--- src/rtl/oab_pkg.sv ---
package oab_pkg;
  typedef enum logic [1:0] {SEG_ES = 2'b00, SEG_CS = 2'b01, SEG_SS = 2'b10, SEG_DS = 2'b11} seg_e;
  typedef enum logic [1:0] {ST_MODE, ST_DLO, ST_DHI, ST_DONE} oab_st_e;
  localparam int BYTE_W = 8;
endpackage

--- src/rtl/oab_ovr.sv ---
module oab_ovr
  import oab_pkg::*;
(
  input  logic             clk,
  input  logic             rst,
  input  logic             ovr_valid,
  input  logic [BYTE_W-1:0] ovr_byte,
  input  logic             clear,
  output logic             pend,
  output seg_e             pend_seg
);
  logic match;
  assign match = (ovr_byte[7:5] == 3'b001) && (ovr_byte[2:0] == 3'b110);

  always_ff @(posedge clk) begin
    if (rst || clear) begin
      pend     <= 1'b0;
      pend_seg <= SEG_DS;
    end else if (ovr_valid && match) begin
      pend     <= 1'b1;
      pend_seg <= seg_e'(ovr_byte[4:3]);
    end
  end
endmodule

--- src/rtl/oab_seq.sv ---
module oab_seq
  import oab_pkg::*;
#(
  parameter int AW = 16
) (
  input  logic              clk,
  input  logic              rst,
  input  logic              in_valid,
  input  logic [BYTE_W-1:0] in_byte,
  output logic              in_ready,
  output logic              take_mode,
  output logic              last,
  output logic              in_done,
  output logic [1:0]        mode_c,
  output logic [2:0]        rm_c,
  output logic              direct_c,
  output logic [AW-1:0]     disp_c,
  output logic [1:0]        count_c
);
  oab_st_e           state_q, state_d;
  logic [1:0]        mode_q;
  logic [2:0]        rm_q;
  logic [BYTE_W-1:0] lo_q;
  logic [1:0]        cnt_q;
  logic              acc;

  assign in_ready  = (state_q != ST_DONE);
  assign in_done   = (state_q == ST_DONE);
  assign acc       = in_valid && in_ready;
  assign take_mode = acc && (state_q == ST_MODE);
  assign mode_c    = (state_q == ST_MODE) ? in_byte[7:6] : mode_q;
  assign rm_c      = (state_q == ST_MODE) ? in_byte[2:0] : rm_q;
  assign direct_c  = (mode_c == 2'b00) && (rm_c == 3'b110);
  assign count_c   = cnt_q + 2'd1;

  always_comb begin
    state_d = state_q;
    last    = 1'b0;
    disp_c  = '0;
    unique case (state_q)
      ST_MODE: if (acc) begin
        if (mode_c == 2'b11 || (mode_c == 2'b00 && !direct_c)) begin
          last    = 1'b1;
          state_d = ST_DONE;
        end else begin
          state_d = ST_DLO;
        end
      end
      ST_DLO: if (acc) begin
        if (mode_c == 2'b01) begin
          last    = 1'b1;
          disp_c  = AW'($signed(in_byte));
          state_d = ST_DONE;
        end else begin
          state_d = ST_DHI;
        end
      end
      ST_DHI: if (acc) begin
        last    = 1'b1;
        disp_c  = AW'({in_byte, lo_q});
        state_d = ST_DONE;
      end
      default: state_d = ST_MODE;
    endcase
  end

  always_ff @(posedge clk) begin
    if (rst) begin
      state_q <= ST_MODE;
      cnt_q   <= '0;
      mode_q  <= '0;
      rm_q    <= '0;
      lo_q    <= '0;
    end else begin
      state_q <= state_d;
      if (state_q == ST_DONE) cnt_q <= '0;
      else if (acc)           cnt_q <= cnt_q + 2'd1;
      if (take_mode) begin
        mode_q <= in_byte[7:6];
        rm_q   <= in_byte[2:0];
      end
      if (acc && state_q == ST_DLO) lo_q <= in_byte;
    end
  end
endmodule

--- src/rtl/oab_ea.sv ---
module oab_ea #(
  parameter int AW = 16
) (
  input  logic [2:0]    rm,
  input  logic          regdir,
  input  logic          direct,
  input  logic [AW-1:0] bx,
  input  logic [AW-1:0] bp,
  input  logic [AW-1:0] si,
  input  logic [AW-1:0] di,
  input  logic [AW-1:0] disp,
  output logic [AW-1:0] ea,
  output logic          bp_based
);
  logic [AW-1:0] base;

  always_comb begin
    unique case (rm)
      3'b000:  base = bx + si;
      3'b001:  base = bx + di;
      3'b010:  base = bp + si;
      3'b011:  base = bp + di;
      3'b100:  base = si;
      3'b101:  base = di;
      3'b110:  base = bp;
      default: base = bx;
    endcase
    if (regdir)      ea = '0;
    else if (direct) ea = disp;
    else             ea = base + disp;
    bp_based = !regdir && !direct &&
               (rm == 3'b010 || rm == 3'b011 || rm == 3'b110);
  end
endmodule

--- src/rtl/opaddr_decoder.sv ---
module opaddr_decoder
  import oab_pkg::*;
#(
  parameter int AW = 16
) (
  input  logic          clk,
  input  logic          rst,
  input  logic          in_valid,
  input  logic [7:0]    in_byte,
  output logic          in_ready,
  input  logic          wide_in,
  input  logic          str_dst,
  input  logic          ovr_valid,
  input  logic [7:0]    ovr_byte,
  input  logic [AW-1:0] reg_bx,
  input  logic [AW-1:0] reg_bp,
  input  logic [AW-1:0] reg_si,
  input  logic [AW-1:0] reg_di,
  output logic          done,
  output logic [AW-1:0] ea,
  output logic [1:0]    seg,
  output logic          reg_direct,
  output logic [2:0]    reg_num,
  output logic          reg_wide,
  output logic [1:0]    byte_count
);
  logic          take_mode, last, in_done, direct_c, regdir_c, bp_based;
  logic [1:0]    mode_c, count_c;
  logic [2:0]    rm_c;
  logic [AW-1:0] disp_c, ea_c;
  logic          pend, wide_q, str_q, wide_c, str_c;
  seg_e          pend_seg, seg_c;

  oab_seq #(.AW(AW)) u_seq (
    .clk(clk), .rst(rst), .in_valid(in_valid), .in_byte(in_byte),
    .in_ready(in_ready), .take_mode(take_mode), .last(last), .in_done(in_done),
    .mode_c(mode_c), .rm_c(rm_c), .direct_c(direct_c), .disp_c(disp_c),
    .count_c(count_c)
  );

  oab_ovr u_ovr (
    .clk(clk), .rst(rst), .ovr_valid(ovr_valid), .ovr_byte(ovr_byte),
    .clear(in_done), .pend(pend), .pend_seg(pend_seg)
  );

  assign regdir_c = (mode_c == 2'b11);

  oab_ea #(.AW(AW)) u_ea (
    .rm(rm_c), .regdir(regdir_c), .direct(direct_c),
    .bx(reg_bx), .bp(reg_bp), .si(reg_si), .di(reg_di),
    .disp(disp_c), .ea(ea_c), .bp_based(bp_based)
  );

  assign wide_c = take_mode ? wide_in : wide_q;
  assign str_c  = take_mode ? str_dst : str_q;

  always_comb begin
    if (regdir_c)      seg_c = SEG_ES;
    else if (str_c)    seg_c = SEG_ES;
    else if (pend)     seg_c = pend_seg;
    else if (bp_based) seg_c = SEG_SS;
    else               seg_c = SEG_DS;
  end

  always_ff @(posedge clk) begin
    if (rst) begin
      done       <= 1'b0;
      ea         <= '0;
      seg        <= '0;
      reg_direct <= 1'b0;
      reg_num    <= '0;
      reg_wide   <= 1'b0;
      byte_count <= '0;
      wide_q     <= 1'b0;
      str_q      <= 1'b0;
    end else begin
      done <= last;
      if (take_mode) begin
        wide_q <= wide_in;
        str_q  <= str_dst;
      end
      if (last) begin
        ea         <= ea_c;
        seg        <= seg_c;
        reg_direct <= regdir_c;
        reg_num    <= regdir_c ? rm_c : 3'b000;
        reg_wide   <= regdir_c ? wide_c : 1'b0;
        byte_count <= count_c;
      end
    end
  end
endmodule

--- config.mk ---
export PLATFORM = sky130hd
export DESIGN_NAME = opaddr_decoder
export DESIGN_NICKNAME = d
export VERILOG_FILES = /design/src/rtl/oab_pkg.sv /design/src/rtl/oab_ovr.sv /design/src/rtl/oab_seq.sv /design/src/rtl/oab_ea.sv /design/src/rtl/opaddr_decoder.sv
export SDC_FILE = /design/constraint.sdc
export NUM_CORES = 1
export LEC_CHECK = 0
export ABC_AREA = 1
export BUFFER_PORTS_ARGS = -buffer_cell sky130_fd_sc_hd__buf_2
export CAP_MARGIN = 15
export CORE_AREA = 8 8 114 194
export CTS_CLUSTER_SIZE = 10
export DETAILED_ROUTE_END_ITERATION = 10
export DIE_AREA = 0 0 122 202
export MAX_ROUTING_LAYER = met4
export PLACE_DENSITY = 0.45
export SYNTH_ARGS = -nofsm -noshare
export SYNTH_HDL_FRONTEND = slang
export SYNTH_SLANG_ARGS = --single-unit
--- constraint.sdc ---
create_clock -name clk -period 7 [get_ports clk]
set_input_delay 2.1 -clock clk [delete_from_list [all_inputs] [get_ports clk]]
set_output_delay 2.1 -clock clk [all_outputs]
set_load 0.1 [all_outputs]
* Yosys cells after proc, flatten, opt, wreduce, memory -nomap -nowiden
Cells that the tools add are included.
** Cells by class
- Muxes and demuxes :: 29
- Equality and inequality tests :: 17
- Reduce and logical (&&, ||, !) cells :: 20
- Add/subtract/negate cells :: 6
** Operators by type and width (number)
- case mux 16 bit (7 select lines) :: 1
- adder 16 bit :: 5
- two-way mux 16 bit :: 5
- case mux 16 bit (2 select lines) :: 1
- two-way mux 2 bit :: 8
- == test 3 bit, second input constant :: 4
- two-way mux 1 bit :: 10
- logical AND 1 bit :: 9
- == test 2 bit, second input constant :: 3
- == test 3 x 1 -> 1 bit, second input constant :: 2
- == test 3 x 2 -> 1 bit, second input constant :: 2
- two-way mux 3 bit :: 2
- inequality test 2 x 1 -> 1 bit, second input constant :: 3
- case mux 2 bit (3 select lines) :: 1
- == test 2 x 1 -> 1 bit, second input constant :: 2
- zero test 2 bit :: 2
- logical OR 1 bit :: 4
- zero test 3 bit :: 1
- case mux 1 bit (3 select lines) :: 1
- AND reduction 3 bit :: 1
- adder 2 x 1 -> 2 bit, second input constant :: 1
- zero test 1 bit :: 2
- inequality test 2 bit, second input constant :: 1
- OR reduction 2 bit :: 1
** Word-level totals
- Register bits :: 48
- Word-level logic and storage cells :: 88
- Bits of input ports :: 86

* Depth between registers and ports, before layout
Gate-level depths: netlist of the first run.
- Depth after elaboration :: 11
- Gate-level depth with buffers :: 35
- Gate-level depth less buffers :: 33

* Hierarchy
A second synthesis of the first run with hierarchy kept.
** Unflattened totals
- Cells, all modules :: 973
- Area, all modules :: 5763.0 um^2
** Modules (own cells, without submodules)
- oab_ea :: times used 1, cells each 655, area each 3473.3 um^2
- oab_seq :: times used 1, cells each 168, area each 1124.8 um^2
- opaddr_decoder :: times used 1, cells each 130, area each 1021.0 um^2
- oab_ovr :: times used 1, cells each 20, area each 143.9 um^2

* Worst setup path after synthesis of the first run
OpenSTA, ideal clock, no wires.
- Kind :: input to register
- Start :: input in_byte[2]
- End :: register ea[13]
- Cell stages on the path :: 27
- Required time :: 6.938 ns
- Arrival time :: 5.786 ns
- Slack :: 1.151 ns
- Setup time :: 0.062 ns
- Buffers on the path :: 1
- Cell sequence :: inv_1 nand2_1 nand2_4 nand3_1 clkbuf_1 nand2_1 o21ai_0 ha_1 a21oi_1 o21ai_0 a21oi_1 nor2_1 o21ai_0 nand2_1 or2_2 nand3_1 nand3_1 o21ai_0 inv_1 ha_1 a21o_1 a21boi_0 nand3_1 a31o_2 or2_2 nand3_1 a22o_1
** Between the ends
- Word-level cells in the longest chain between the ends :: 9
- Elaborated cells between the ends (all ways) :: 23
** Ends and longest elaborated chain
- start, declared :: RTL line opaddr_decoder.sv:9 : input logic [7:0] in_byte,
- branches (longest 9 deep; another with adder 16 bit)
- end signal, assigned :: RTL line opaddr_decoder.sv:68 : ea <= '0;
- end signal, assigned :: RTL line opaddr_decoder.sv:83 : ea <= ea_c;
- end, declared :: RTL line opaddr_decoder.sv:20 : output logic [AW-1:0] ea,
Parallel ways; which one is timed is not known.
A chain may end at the register's enable or synchronous reset.

* Worst setup path after layout of the first run
Same ends and word-level chain as after synthesis.

==> results of run 1 <==
-- power breakdown --
group	switching, µW	internal [µW]	total, µW
logic	1900	709	2610
registers	44.3	355	400
clock network	108	143	250
total	2050	1210	3260
-- worst max path at each step --
stage          endpoint  slack, ns  cells past startpoint        from
6_report         ea[13]       0.66                     27  in_byte[2]
5_1_grt          ea[15]       0.21                     30  in_byte[1]
4_1_cts          ea[13]       0.72                     25  in_byte[2]
3_5_place_dp     ea[13]       0.42                     25  in_byte[2]
3_3_place_gp     ea[13]       0.48                     25  in_byte[2]
2_1_floorplan    ea[13]       1.15                     27  in_byte[2]
-- cell type report --
type,instances,share of cell area (%)
clock buffers,7,2.20
diodes,1,0.0385
repair buffers,119,9.44
multi-input cells,703,61.6
inverters,122,7.12
flip-flops and latches,48,14.8
clock inverters,1,0.116
well taps,245,4.72
-- metrics by stage --
stage | hold WS, ns | power [µW] | setup WS (ns)
after floorplan | 0.430 | 2330 | 1.15
after global placement | 0.440 | 3020 | 0.485
after detailed placement | 0.441 | 3010 | 0.425
after CTS | 0.454 | 3280 | 0.722
after global routing | 0.476 | 3540 | 0.211
final | 0.452 | 3260 | 0.664
-- placed cells by master, fill, tap and decap left out, drive strengths merged, types with 6 or more instances in the layout --
cell type	synthesis	final
o211ai	8	8
nand2	248	248
a221oi	6	6
ha	52	52
buf	12	119
o2111ai	7	7
nor2	53	53
inv	118	118
nand4	6	6
xor2	8	8
o31ai	6	6
dfxtp	48	48
a21oi	99	99
nor3	7	7
clkbuf	11	7
o21ai	96	96
nand3	57	57
-- flip-flops by register name (all words and copies together) (netlist names) --
register        flops
byte_count          2
done                1
ea                 16
reg_direct          1
reg_num             3
reg_wide            1
seg                 2
str_q               1
u_ovr.pend          1
u_ovr.pend_seg      2
u_seq.cnt_q         2
u_seq.lo_q          8
u_seq.mode_q        2
u_seq.rm_q          3
u_seq.state_q       2
wide_q              1
-- worst register-to-register path: cells and delay by family (launching register included) --
kind                     cells  cell delay, ns
adder cells (fa/ha/maj)      4            1.44
AO/OA/AOI/OAI               10            1.36
flip-flops                   1            0.35
AND/OR/NAND/NOR             10            1.45
buffers and inverters        6            0.71
-- layer usage --
layer	track usage, %	part of all wire [%]	vias to the layer above
li1	-	-	3237
met1	18.2	37	2893
met2	35.7	54	165
met3	1.34	3.4	46
met4	10.5	5.2	0
met5	-	0	-
-- cells by family after synthesis --
logic type | after synthesis
and+or+nand+nor | 379
AOI/OAI and AO/OA | 257
buffers and inverters | 145
adders and majority gates | 55
DFF | 48
xor gates and xnor gates | 10
muxes | 2
==> run summary, run 1 <==
## Place
- **DPL Wire Length** 19400 µm
- **GPL Wtd Cong** 0.958
- **number of cells after detailed placement** 1237
- **Port Buf Inserts** 112
- **total placed instance area** 0.00634 mm²

## Logic synthesis
- **portion of synthesized cell area occupied by the leading cell type** 17.3%
- **syn avg cell area** 6.19 µm²
- **number of synthesis warnings** 0
- **Async SR Flop Fraction** 0%
- **area share of fa/ha/maj cells after synthesis** 12.8%
- **area of the mapped netlist** 0.00554 mm²
- **flip-flop and latch count after synthesis** 48
- **mux contribution to synthesized area** 0.361%
- **prevailing post-synth register cell** sky130_fd_sc_hd__dfxtp_1
- **fraction of synthesized cell area in xor and xnor cells** 1.58%
- **ranking of synthesized cells by instance count** sky130_fd_sc_hd__nand2_1 (237), sky130_fd_sc_hd__inv_1 (109), sky130_fd_sc_hd__a21oi_1 (97), sky130_fd_sc_hd__o21ai_0 (85), sky130_fd_sc_hd__nand3_1 (55)
- **number of synthesized flops with an enable pin** 0
- **share of synthesized cell area in and, or, nand and nor gates** 30.3%
- **Yosys top cell by area** sky130_fd_sc_hd__dfxtp_1
- **most area-consuming cells after synthesis** sky130_fd_sc_hd__dfxtp_1 (17%), sky130_fd_sc_hd__nand2_1 (16%), sky130_fd_sc_hd__ha_1 (12%)
- **nets in the synthesized netlist** 1037
- **largest family of logic cells by synthesized area** simple AND/OR/NAND/NOR gates
- **number of distinct standard cells referenced by the synthesized netlist** 53
- **cells after synthesis** 896
- **complex-gate fraction of the synthesized area** 27.1%
- **most frequent cell after synthesis** sky130_fd_sc_hd__nand2_1
- **portion of the post-synthesis area used by sequential elements** 17.3%

## Detailed routing
- **average vias per placed instance** 5.09
- **length of the first detailed-routing pass in iterations** 5
- **vias after detailed routing** 6341
- **Post-Route WL** 23000 µm
- **count of routing violations after the opening detailed-route iteration** 329
- **# DRC** 0
- **routed length per placed instance** 18.4 µm
- **antenna violation net count after detailed routing** 0

## Setup path
- **Register-to-Register Setup Slack** 1.66 ns
- **Worst setup EP type** register
- **Reg2Reg Capture Point** ea[13]
- **Worst Path Max Fanout** 8
- **slowest cell on the critical path** sky130_fd_sc_hd__o21ai_0
- **most frequent cell on the critical path** sky130_fd_sc_hd__nand3_1
- **Critical R2R Launch** u_seq.state_q[1]
- **cell type group with the largest total delay on the critical path** compound AO/OA/AOI/OAI gates
- **cells on worst reg2reg path** 30
- **class of the most critical setup path** in -> reg
- **category of the worst setup path launch point** input port
- **max incr delay on CP** 0.38 ns
- **CP required** 7.24 ns
- **data arrival time of the critical path** 6.58 ns
- **critical path buffer and inverter count** 4

## Floorplan
- **count of standard-cell rows** 68
- **# IOs** 113
- **overall die height** 202 µm
- **total die area** 0.0246 mm²
- **floorplan die width** 122 µm
- **CORE AREA** 0.0195 mm²
- **starting utilization of the core area** 28.5%

## Global route
- **global-route wire length before repair** 34900 µm
- **initial antenna violation count** 1
- **maximum number of pins on one net before global-route repair** 30
- **number of global-route vias before repair** 6446
- **Congestion Overflow GR** 0
- **all-layer global routing usage** 18.9%

## Clock network
- **clock sink count** 48
- **post-CTS resize count** 0
- **number of hold buffers added after CTS** 0
- **Clock transition at path regs** 0.06 ns
- **clock buffers created by TritonCTS** 5
- **clock insertion delay at the later pin of the skew report** 0.30 ns
- **clock root buffer** sky130_fd_sc_hd__clkbuf_16
- **post-CTS setup buffers** 0
- **clock tree from TritonCTS** yes
- **Max clock buf depth** 2
- **H-tree depth** 2

## STA
- **Slew Limit Fails** 0
- **portion of the clock cycle consumed by the worst path in the final layout** 90.5%
- **slew at the pin with the worst max-slew slack** 0.894 ns
- **clock tree skew after final layout** 0.0106 ns
- **hold violation count in the final report** 0
- **post-layout min period** 6.34 ns
- **Setup TNS** 0 ns
- **count of endpoints failing setup in the final report** 0
- **setup repair after global routing missed its margin** no
- **relative max-transition margin** 40.2%
- **highest clock frequency the design can meet** 158 MHz

## Hold path
- **worst hold path stage count** 2
- **end point of the most critical hold path** ea[14]
- **hold path start** ea[14]
- **worst hold path class** reg -> reg

## Pwr
- **ratio of total power to cell area** 502 mW/mm²
- **Max IR drop VDD** 0.277 mV
- **static power due to leakage** 0.00329 µW

## Cells and area
- **area of the multi-input gates** 0.00400 mm²
- **number of cells in the finished layout apart from fillers** 1246
- **Layout Utilization** 33.3%
- **final net count** 1140
- **signed area change from the synthesized netlist to the final layout** 17.2%
- **Layout Cell Area excl Fill** 0.00650 mm²
- **share of post-route cells with drive strength above 1** 17.2%
- **area taken by flip-flops and latches** 961 µm²
- **Filler Cell Count** 2225

## Job
- **max cap viols** 0

## Status
- **outcome** finished clean

No activity file was read; power rests on OpenSTA's default activity.
==> inputs of run 2 (changes only) <==
--- a/config.mk
+++ b/config.mk
@@ -5,13 +5,12 @@
 export SDC_FILE = /design/constraint.sdc
 export NUM_CORES = 1
 export LEC_CHECK = 0
-export ABC_AREA = 1
 export BUFFER_PORTS_ARGS = -buffer_cell sky130_fd_sc_hd__buf_2
 export CAP_MARGIN = 15
-export CORE_AREA = 8 8 114 194
+export CORE_AREA = 8 8 113 193
 export CTS_CLUSTER_SIZE = 10
 export DETAILED_ROUTE_END_ITERATION = 10
-export DIE_AREA = 0 0 122 202
+export DIE_AREA = 0 0 121 201
 export MAX_ROUTING_LAYER = met4
 export PLACE_DENSITY = 0.45
 export SYNTH_ARGS = -nofsm -noshare
==> run 2 against run 1 <==
Compared with the run above:
- sequential power shrank 10%
- total power decreased by 36%
- sequential share of layout area barely moved
- critical path type unchanged
- largest cell class unchanged
- highest routed layer unchanged
==> run summary, run 2 <==
## Logic synthesis
- **number of synthesized flops with an enable pin** 0, unchanged
- **nets in the synthesized netlist** 865, -17%
- **number of synthesis warnings** 0, unchanged
- **Yosys top cell by area** sky130_fd_sc_hd__dfxtp_1
- **portion of the post-synthesis area used by sequential elements** 17.6%, +0.24 points
- **Async SR Flop Fraction** 0%, unchanged
- **ranking of synthesized cells by instance count** sky130_fd_sc_hd__nand2_1 (88), sky130_fd_sc_hd__nor2_1 (67), sky130_fd_sc_hd__a21oi_1 (55), sky130_fd_sc_hd__ha_1 (52), sky130_fd_sc_hd__dfxtp_1 (48)
- **number of distinct standard cells referenced by the synthesized netlist** 72, +36%
- **prevailing post-synth register cell** sky130_fd_sc_hd__dfxtp_1
- **most area-consuming cells after synthesis** sky130_fd_sc_hd__dfxtp_1 (18%), sky130_fd_sc_hd__ha_1 (12%), sky130_fd_sc_hd__nand2_1 (6.0%)
- **most frequent cell after synthesis** sky130_fd_sc_hd__nand2_1
- **portion of synthesized cell area occupied by the leading cell type** 17.6%, +0.24 points
- **syn avg cell area** 7.55 µm², +22%
- **flip-flop and latch count after synthesis** 48, unchanged
- **area of the mapped netlist** 0.00547 mm², -1.4%
- **cells after synthesis** 724, -19%

## Pwr
- **net switching component of the power** 1120 µW, -46%
- **Logic pwr share** 68.8%, -11 points
- **ratio of total power to cell area** 322 mW/mm², -36%
- **Pint** 975 µW, -19%
- **switching share of power** 53.4%, -9.6 points
- **static power due to leakage** 0.00281 µW, -15%
- **part of the total power dissipated in the clock network** 14.0%, +6.3 points
- **sequential power share** 17.2%, +4.9 points
- **Max IR drop VDD** 0.119 mV, -57%

## Detailed routing
- **average vias per placed instance** 5.29, +4.0%
- **length of the first detailed-routing pass in iterations** 6, +1
- **antenna violation net count after detailed routing** 0, unchanged
- **Post-Route WL** 20600 µm, -11%
- **count of routing violations after the opening detailed-route iteration** 250, -24%
- **# DRC** 0, unchanged
- **routed length per placed instance** 19.2 µm, +4.2%
- **vias after detailed routing** 5660, -11%

## Cells and area
- **Layout Utilization** 34.1%, +0.78 points
- **Largest Register** ea
- **most common library cell in the layout ignoring fill and taps** sky130_fd_sc_hd__buf_2
- **highest-count cells in the layout ignoring fill and taps** sky130_fd_sc_hd__buf_2 (112), sky130_fd_sc_hd__nand2_1 (88), sky130_fd_sc_hd__nor2_1 (67)
- **signed area change from the synthesized netlist to the final layout** 18.8%
- **share of post-route cells with drive strength above 1** 20.6%, +3.4 points
- **number of cells in the finished layout apart from fillers** 1069, -14%
- **Layout Cell Area excl Fill** 0.00649 mm², about the same
- **biggest regs** ea x16, u_seq.lo_q x8
- **final net count** 967, -15%
- **flip-flop count of the largest register after layout** 16, unchanged
- **Filler Cell Count** 2055, -7.6%

## Clock network
- **clock tree from TritonCTS** yes
- **Max clock buf depth** 2, unchanged
- **number of hold buffers added after CTS** 0, unchanged
- **Clock transition at path regs** 0.07 ns, about the same
- **H-tree depth** 2, unchanged
- **clock root buffer** sky130_fd_sc_hd__clkbuf_16
- **clock buffers created by TritonCTS** 5, unchanged
- **post-CTS setup buffers** 0, unchanged
- **clock insertion delay at the later pin of the skew report** 0.30 ns, about the same
- **clock sink count** 48, unchanged
- **post-CTS resize count** 0, unchanged

## Global route
- **global-route wire length before repair** 32100 µm, -8.0%
- **initial antenna violation count** 1, unchanged
- **maximum number of pins on one net before global-route repair** 33, +10%
- **Congestion Overflow GR** 0, unchanged
- **number of global-route vias before repair** 5842, -9.4%
- **all-layer global routing usage** 17.2%, -1.7 points

## STA
- **Setup TNS** 0 ns, unchanged
- **clock tree skew after final layout** 0.00338 ns, -0.00719 ns
- **Slew Limit Fails** 0, unchanged
- **Worst Setup Slack, final** 0.507 ns, -0.158 ns
- **post-layout min period** 6.49 ns, +0.158 ns
- **setup repair after global routing missed its margin** no
- **count of endpoints failing setup in the final report** 0, unchanged
- **highest clock frequency the design can meet** 154 MHz, -2.4%
- **portion of the clock cycle consumed by the worst path in the final layout** 92.8%, +2.3 points
- **slew at the pin with the worst max-slew slack** 1.00 ns, +0.109 ns
- **hold violation count in the final report** 0, unchanged
- **relative max-transition margin** 32.7%, -7.5 points

## Place
- **total placed instance area** 0.00631 mm², -0.47%
- **Port Buf Inserts** 112, unchanged
- **DPL Wire Length** 17200 µm, -11%
- **GPL Wtd Cong** 0.847, -12%
- **setup slack at placement** 0.164 ns, -0.260 ns
- **number of cells after detailed placement** 1060, -14%

## Hold path
- **worst hold path class** reg -> reg

## Setup path
- **Worst Path Max Fanout** 5, -3
- **category of the worst setup path launch point** input port
- **cell type group with the largest total delay on the critical path** compound AO/OA/AOI/OAI gates
- **class of the most critical setup path** in -> reg
- **data arrival time of the critical path** 6.67 ns, +0.09 ns
- **critical path buffer and inverter count** 2, -2
- **max incr delay on CP** 0.40 ns, +0.02 ns
- **Worst setup EP type** register
- **critical path cell sequence** buf_2 > and4b_1 > nor2_1 > buf_4 > mux2_2 > ha_1 > a21o_1 > a221oi_2 > a21oi_1 > a221oi_1 > xnor2_1 > a221oi_1 > nor2_1 > ha_1 > nand3_1 > a211oi_1 > o31ai_2 > a211oi_1 > o22ai_2 > xnor2_1 > o21ai_1
- **CP required** 7.17 ns, -0.07 ns
- **slowest cell on the critical path** sky130_fd_sc_hd__a221oi_2

## Floorplan
- **# IOs** 113, unchanged
- **floorplan die width** 121 µm, -0.82%
- **starting utilization of the core area** 28.7%, +0.28 points
- **CORE AREA** 0.0190 mm², -2.3%
- **overall die height** 201 µm, -0.50%
- **count of standard-cell rows** 67, -1.5%
- **total die area** 0.0243 mm², -1.3%

## Status
- **outcome** finished clean

## Job
- **max cap viols** 0, unchanged

==> run 2: cell types whose count changed after synthesis, moves of 14 or more <==
cell	previous run	this run
sky130_fd_sc_hd__nand2_1	237	88
sky130_fd_sc_hd__inv_1	109	12
sky130_fd_sc_hd__o21ai_0	85	28
sky130_fd_sc_hd__a21oi_1	97	55
sky130_fd_sc_hd__nand3_1	55	15
sky130_fd_sc_hd__nor2_1	43	67
sky130_fd_sc_hd__mux2_2	0	23
sky130_fd_sc_hd__xnor2_1	2	24
sky130_fd_sc_hd__a21o_1	2	20
sky130_fd_sc_hd__o21ai_1	9	27
sky130_fd_sc_hd__clkbuf_1	11	28
sky130_fd_sc_hd__nor3_1	7	24
sky130_fd_sc_hd__nor2b_1	0	14
==> run 2: final cells by class <==
type	instances	area [µm²]	area share [%]
repair buffers	127	673	10.4
inverters	13	48.8	0.751
diodes	1	2.50	0.0385
multi-input cells	631	4330	66.7
well taps	241	302	4.64
clock buffers	6	139	2.14
flip-flops and latches	48	961	14.8
clock inverters	2	38.8	0.597
==> run 2: layer usage <==
metal	GRT usage [%]	vias up	routed length (µm)
met1	16.5	2668	7420
met5	-	-	0
met4	6.73	0	603
met3	1.94	27	681
li1	-	2857	-
met2	33.4	108	11900
==> run 2: metrics by stage <==
| stage | hold WS, ns | power [µW] |
|---|---|---|
| floorplan | 0.432 | 1440 |
| global placement | 0.437 | 1820 |
| detailed placement | 0.444 | 1820 |
| CTS | 0.456 | 2120 |
| global route | 0.472 | 2240 |
| finish | 0.457 | 2090 |
==> run 2: cell families after synthesis <==
kind of cell               count (synthesis)  share of synthesized area, %
and+or+nand+nor                          255                          22.0
AOI/OAI and AO/OA                        234                          28.1
adders and majority gates                 55                          13.0
muxes                                     49                          10.0
DFF                                       48                          17.6
buffers and inverters                     45                          3.29
xor gates and xnor gates                  38                          6.09
==> run 2: worst paths after layout <==
kind	from	end	slack (ns)	cells after the start
hold / removal	ea[3]	ea[3]	0.46	2
setup reg to reg	u_seq.state_q[0]	ea[15]	1.22	25
hold reg to reg	ea[3]	ea[3]	0.46	2
setup / recovery	in_byte[0]	ea[15]	0.51	21
==> run 2: tightest hold or removal path: stages, from the launching register on <==
cell	delay (ns)
sky130_fd_sc_hd__dfxtp_1	0.31
sky130_fd_sc_hd__nand2_1	0.05
sky130_fd_sc_hd__o21ai_1	0.05
==> run 2: power by group through the flow <==
stage               Clock [µW]  Combinational [µW]  Sequential (µW)
CTS                        300                1460              361
detailed placement           0                1450              367
global placement             0                1450              366
global route               310                1560              367
finish                     292                1440              360
floorplan                    0                 834              609
